===== src/rtl/spi_irq_pkg.sv =====
package spi_irq_pkg;
    // Byte threshold selected by a code: one more than the code value.
    function automatic int unsigned code_limit(input int unsigned code);
        return code + 1;
    endfunction
endpackage


===== src/rtl/spi_irq_mode.sv =====
module spi_irq_mode #(
    parameter int MODE_W = 3
) (
    input  logic              clk,
    input  logic              rst_n,
    input  logic [MODE_W-1:0] mode_i,
    input  logic              dma_rx_i,
    output logic [MODE_W-1:0] eff_now_o,
    output logic [MODE_W-1:0] eff_reg_o,
    output logic              changed_o
);
    typedef struct packed {
        logic [MODE_W-1:0] eff;
    } mode_st_t;

    mode_st_t st_d, st_q;
    logic [MODE_W-1:0] eff_now;

    always_comb begin
        eff_now = dma_rx_i ? '0 : mode_i;
        st_d    = st_q;
        st_d.eff = eff_now;
    end

    always_ff @(posedge clk or negedge rst_n) begin
        if (!rst_n) st_q <= '0;
        else        st_q <= st_d;
    end

    assign eff_now_o = eff_now;
    assign eff_reg_o = st_q.eff;
    assign changed_o = (eff_now != st_q.eff);
endmodule


===== src/rtl/spi_irq_txcnt.sv =====
module spi_irq_txcnt #(
    parameter int MODE_W = 3,
    parameter int CNT_W  = 4
) (
    input  logic              clk,
    input  logic              rst_n,
    input  logic [MODE_W-1:0] eff_i,
    input  logic              changed_i,
    input  logic              byte_i,
    input  logic              clr_i,
    output logic              irq_o
);
    import spi_irq_pkg::*;

    typedef struct packed {
        logic [CNT_W-1:0] cnt;
        logic             irq;
    } tx_st_t;

    tx_st_t st_d, st_q;
    logic [CNT_W-1:0] base, next_cnt, limit;

    always_comb begin
        st_d     = st_q;
        limit    = CNT_W'(code_limit(int'(eff_i)));
        base     = clr_i ? '0 : st_q.cnt;
        next_cnt = base + CNT_W'(1);
        if (clr_i) st_d.irq = 1'b0;
        if (changed_i) begin
            st_d.cnt = '0;
        end else if (byte_i) begin
            if (next_cnt >= limit) begin
                st_d.cnt = '0;
                st_d.irq = 1'b1;
            end else begin
                st_d.cnt = next_cnt;
            end
        end else begin
            st_d.cnt = base;
        end
    end

    always_ff @(posedge clk or negedge rst_n) begin
        if (!rst_n) st_q <= '0;
        else        st_q <= st_d;
    end

    assign irq_o = st_q.irq;
endmodule


===== src/rtl/spi_irq_rxcmp.sv =====
module spi_irq_rxcmp #(
    parameter int MODE_W = 3,
    parameter int DEPTH  = 8,
    parameter int LVL_W  = 4
) (
    input  logic              clk,
    input  logic              rst_n,
    input  logic [MODE_W-1:0] eff_i,
    input  logic [LVL_W-1:0]  level_i,
    output logic              irq_o
);
    import spi_irq_pkg::*;

    localparam logic [MODE_W-1:0] TOP_CODE = '1;

    typedef struct packed {
        logic irq;
    } rx_st_t;

    rx_st_t st_d, st_q;
    logic [LVL_W-1:0] limit;

    always_comb begin
        st_d  = st_q;
        limit = LVL_W'(code_limit(int'(eff_i)));
        if (eff_i == TOP_CODE) st_d.irq = (level_i == LVL_W'(DEPTH));
        else                   st_d.irq = (level_i >= limit);
    end

    always_ff @(posedge clk or negedge rst_n) begin
        if (!rst_n) st_q <= '0;
        else        st_q <= st_d;
    end

    assign irq_o = st_q.irq;
endmodule


===== src/rtl/spi_irq_thresh.sv =====
module spi_irq_thresh #(
    parameter int MODE_W = 3,
    parameter int DEPTH  = 8,
    localparam int LVL_W = $clog2(DEPTH + 1)
) (
    input  logic              clk,
    input  logic              rst_n,
    input  logic [MODE_W-1:0] mode_i,
    input  logic              dma_rx_i,
    input  logic              byte_done_i,
    input  logic [LVL_W-1:0]  rx_level_i,
    input  logic              irq_clr_i,
    output logic              tx_irq_o,
    output logic              rx_irq_o
);
    logic [MODE_W-1:0] eff_now, eff_reg;
    logic              changed;

    spi_irq_mode #(.MODE_W(MODE_W)) u_mode (
        .clk(clk), .rst_n(rst_n), .mode_i(mode_i), .dma_rx_i(dma_rx_i),
        .eff_now_o(eff_now), .eff_reg_o(eff_reg), .changed_o(changed)
    );

    spi_irq_txcnt #(.MODE_W(MODE_W), .CNT_W(LVL_W)) u_tx (
        .clk(clk), .rst_n(rst_n), .eff_i(eff_reg), .changed_i(changed),
        .byte_i(byte_done_i), .clr_i(irq_clr_i), .irq_o(tx_irq_o)
    );

    spi_irq_rxcmp #(.MODE_W(MODE_W), .DEPTH(DEPTH), .LVL_W(LVL_W)) u_rx (
        .clk(clk), .rst_n(rst_n), .eff_i(eff_now), .level_i(rx_level_i),
        .irq_o(rx_irq_o)
    );
endmodule


===== config.mk =====
export PLATFORM = sky130hd
export DESIGN_NAME = spi_irq_thresh
export DESIGN_NICKNAME = d
export VERILOG_FILES = /design/src/rtl/spi_irq_pkg.sv /design/src/rtl/spi_irq_mode.sv /design/src/rtl/spi_irq_txcnt.sv /design/src/rtl/spi_irq_rxcmp.sv /design/src/rtl/spi_irq_thresh.sv
export SDC_FILE = /design/constraint.sdc
export NUM_CORES = 1
export LEC_CHECK = 0
export BUFFER_PORTS_ARGS = -buffer_cell sky130_fd_sc_hd__buf_2
export CAP_MARGIN = 40
export CORE_AREA = 4 4 44 46
export DETAILED_ROUTE_END_ITERATION = 7
export DIE_AREA = 0 0 48 50
export PLACE_DENSITY_LB_ADDON = 0.2
export SLEW_MARGIN = 20
export SYNTH_ARGS = -nofsm -noshare
export SYNTH_HDL_FRONTEND = slang
export SYNTH_HIERARCHICAL = 1
export SYNTH_SLANG_ARGS = --single-unit
export TNS_END_PERCENT = 50

===== constraint.sdc =====
create_clock -name clk -period 2.18 [get_ports clk]
set_input_delay 0.218 -clock clk [delete_from_list [all_inputs] [get_ports clk]]
set_output_delay 0.218 -clock clk [all_outputs]
set_load 0.1 [all_outputs]

; Word level (Yosys, flattened, before mapping)
; Index checks and enable logic that the tools add are counted.
[op_classes]
addsub = 3
n_mux = 10
eq_ne = 3
n_lt_le_gt_ge = 2
[ops]
columns = cell, count
row1 = 4-bit two-way mux, 4
row2 = 3-bit by 1-bit adder with 4-bit output (second input constant), 2
row3 = 4-bit >= comparator, 2
row4 = 1-bit two-way mux, 5
row5 = 4-bit by 1-bit adder with 4-bit output (second input constant), 1
row6 = 4-bit == test (second input constant), 1
row7 = 3-bit == test (second input constant), 1
row8 = 3-bit two-way mux, 1
row9 = 3-bit != test, 1
[word_totals]
output_inout_bits = 2
regBits = 9
elab_cells = 22
inputBits = 12

; Logic depth before layout (Yosys ltp)
[depth]
ltp_word = 6
depth_mapped = 7
mapped_depth_nobuf = 7

; Hierarchy
; The synthesis kept the hierarchy.
[by_module_without_submodules]
columns = mod, n_inst, area_each_um2, cells_per_inst, seq_area_each_um2
row1 = spi_irq_txcnt, 1, 381.6, 38, 125.1
row2 = spi_irq_rxcmp, 1, 167.7, 17, 25.0
row3 = spi_irq_mode, 1, 132.6, 10, 75.1

; Worst setup path after synthesis
; OpenSTA, ideal clock, no wires.
[synth_path]
kind = register to register
startpoint = register u_tx/st_q[2] (netlist name)
endpoint = register u_tx/st_q[4] (netlist name)
setup_ns = 0.095
t_arrival_ns = 1.964
required_ns = 2.085
setup_slack_ns = 0.120
synth_period_minus_slack_ns = 2.060
stages_incl_launch_ff = 7
n_path_buf = 0
cell_sequence = dfrtp_1 -> and2b_1 -> ha_1 -> ha_1 -> or4b_4 -> a211o_1 -> o31ai_1
[synth_lines]
columns = element, line
row1 = from (decl), spi_irq_txcnt.sv:20  ; tx_st_t st_d, st_q;
row2 = from (signal assigned), spi_irq_txcnt.sv:45  ; else st_q <= st_d;

==> results.toml <==
[placed_design]
gp_congestion = 0.8112
port_buffers = 13
place_inst = 99
dp_hpwl_um = 1124

[worst_setup_path]
critPathArrivalTime_ns = 2.29
crit_path_max_fanout = 3
worstSetupPathType = "reg2reg"
startpoint_type = "flip-flop"
required_ns = 2.38
worst_setup_path_end_kind = "flip-flop"

[timing]
fin_crit_ns = 2.096
hold_violations = 0
skew_ns = 0.005160
max_freq_mhz = 477.1
timing.final.crit_share = 0.9615
rsz0062_at_grt = "true"
worstMarginPinSlew_ns = 0.4834
slew_headroom = 0.6800
finalMaxSlewViolations = 0
setup_viol = 0

[detailed_routing]
viasPerCell = 5.327
wirelength_um = 1351
via_count = 554
drtIter0Drc = 5
wire_per_inst_um = 12.99
antenna_left = 0
drt-pass1-iter-count = 6
drc_errors = 0

[clocking]
cts-root-buf = "clkbuf_4"
htreeDepth = 1
numClockSinks = 9
cts_setup_buffers = 0
clockBufferDepth = 2
cts_buffers = 3
cts_tree = "done"
cts.clk_slew.worst_paths_ns = 0.07
clk_latency_ns = 0.26

[final_layout]
nets = 112
fin_cells = 104
regArea_um2 = 225.2
multi_input_area_um2 = 447.9
area_growth_pct = 25.87
drive_above_1_share = 0.3295
fillers = 143
diodes = 0

[floorplan]
die_area_mm2 = 0.002400
initial_core_util = 0.4527
die_width_um = 48
boundaryPins = 14
coreArea_mm2 = 0.001506
die_h_um = 50
rows = 14

[grt]
antenna_found_initial = 0
grt.overflow.total = 0
grt_pass1_vias = 553
grt_pass1_wl_um = 2346
grt.total_usage = 0.1358
grt_max_degree = 10

[hold_path]
min-delay-path-class = "in2reg"

[pwr]
irDropWorstVdd_mv = 0.3003
power.density_mw_per_mm2 = 506.1
p_total_mw = 0.4344
leakage_nw = 0.4252

[logic_synthesis]
postSynthCellCount = 65
ys_seq_elements = 9
syn_area_per_cell_um2 = 10.49
synth-seq-area-share = 0.3303
syn_area_um2 = 681.9
synth_ff_type = "dfrtp_1"
ys_warn_count = 6
yosys.area.top_type = "dfrtp_1"
synth.area.top_cells = "dfrtp_1 33%, ha_1 20%, xnor2_1 6.4%"
yosysTopAreaCellShare = 0.3303
synth_edf_count = 0
synth_cell_types = 28
synthArstFlopShare = 1.000
syn_nets = 88

[flow_run]
maxCapViolCount = 0

[status]
status = "complete, no violations"
## area by class of cell
cell class	instances	area share
multi-input cells	49	0.5219
clock buffers	4	0.03061
flip-flops and latches	9	0.2624
repair buffers	19	0.1312
well taps	16	0.02332
inverters	7	0.03061
## per-stage QoR
stage	hold slack, ns	setup TNS [ns]	util	cell area [um^2]	setup WS, ns
final	0.1911	0	0.5698	858.3	0.08397
after global placement	0.08019	0	0.5341	804.5	0.06635
after CTS	0.1856	0	0.5581	840.8	0.01726
after detailed placement	0.08205	0	0.5341	804.5	0.03929
after floorplan	-0.07759	0	-	681.9	0.1203
after global routing	0.1872	-0.009668	0.5698	858.3	-0.005045
## power by group
part / internal [mW] / leakage (nW) / switching, mW
registers: 0.175 / 0.119 / 0.00433
clock network: 0.0706 / 0.0150 / 0.0607
logic: 0.0484 / 0.291 / 0.0753
## critical path, cell delays in order, from the launching register on
cell	delay [ns]
dfrtp_1	0.38
and2b_1	0.19
ha_4	0.23
ha_1	0.21
or4b_4	0.50
a211oi_1	0.34
a22o_1	0.19
## final timing paths
| check | from | endpoint | slack [ns] | depth (start not counted) |
|---|---|---|---|---|
| worst max register to register | u_tx/st_q[1] | u_tx/st_q[2] | 0.08 | 6 |
| max in group asynchronous | rst_n | u_tx/irq_o | 1.66 | 2 |
| worst max-delay path | u_tx/st_q[1] | u_tx/st_q[2] | 0.08 | 6 |
| min in group asynchronous | rst_n | u_tx/st_q[1] | 0.34 | 2 |
| worst min-delay path | dma_rx_i | u_mode/eff_reg_o[1] | 0.19 | 2 |
| worst min register to register | u_tx/st_q[4] | u_tx/st_q[4] | 0.52 | 2 |
## cells in the mapped netlist, types with 2 or more instances
| cell type | instances |
|---|---|
| ha_1 | 11 |
| dfrtp_1 | 9 |
| inv_1 | 7 |
| xnor2_1 | 5 |
| nand3_1 | 4 |
| nor2b_2 | 3 |
| a211oi_1 | 2 |
| a22o_1 | 2 |
| and2b_1 | 2 |
| nand2b_1 | 2 |
## state kept, by name (all words and copies together) (netlist names)
name and count:
u_tx/irq_o 1, u_mode/eff_reg_o 3, u_tx/st_q 4, u_rx/irq_o 1
## placed cells by master (no fill, tap or decap), types with 3 or more instances in the layout
cell type,n
xnor2_1,5
inv_1,7
dfrtp_1,9
nor2b_2,3
buf_4,5
clkbuf_4,3
ha_1,10
buf_2,13
nand3_1,4
## cell families after synthesis
logic type	after synthesis	share of synthesized area
compound gates	13	0.1596
flops	9	0.3303
simple gates	19	0.1927
xor+xnor	6	0.07706
fa+ha+maj	11	0.2018
buf+inv	7	0.03854
## layer usage
metal | track usage | routed length [um]
met3 | 0.05818 | 93
met2 | 0.2137 | 660
met1 | 0.1689 | 597
met4 | 0.02691 | 0
met5 | 0 | 0
## timing repair
item | 4_1_cts | 5_1_grt
gates resized for setup | 0 | 2
hold endpoints to repair | 9 | 0
endpoints found under the setup margin | 0 | 3
hold buffers | 1 | 0
No activity file was read; power rests on OpenSTA's default activity.
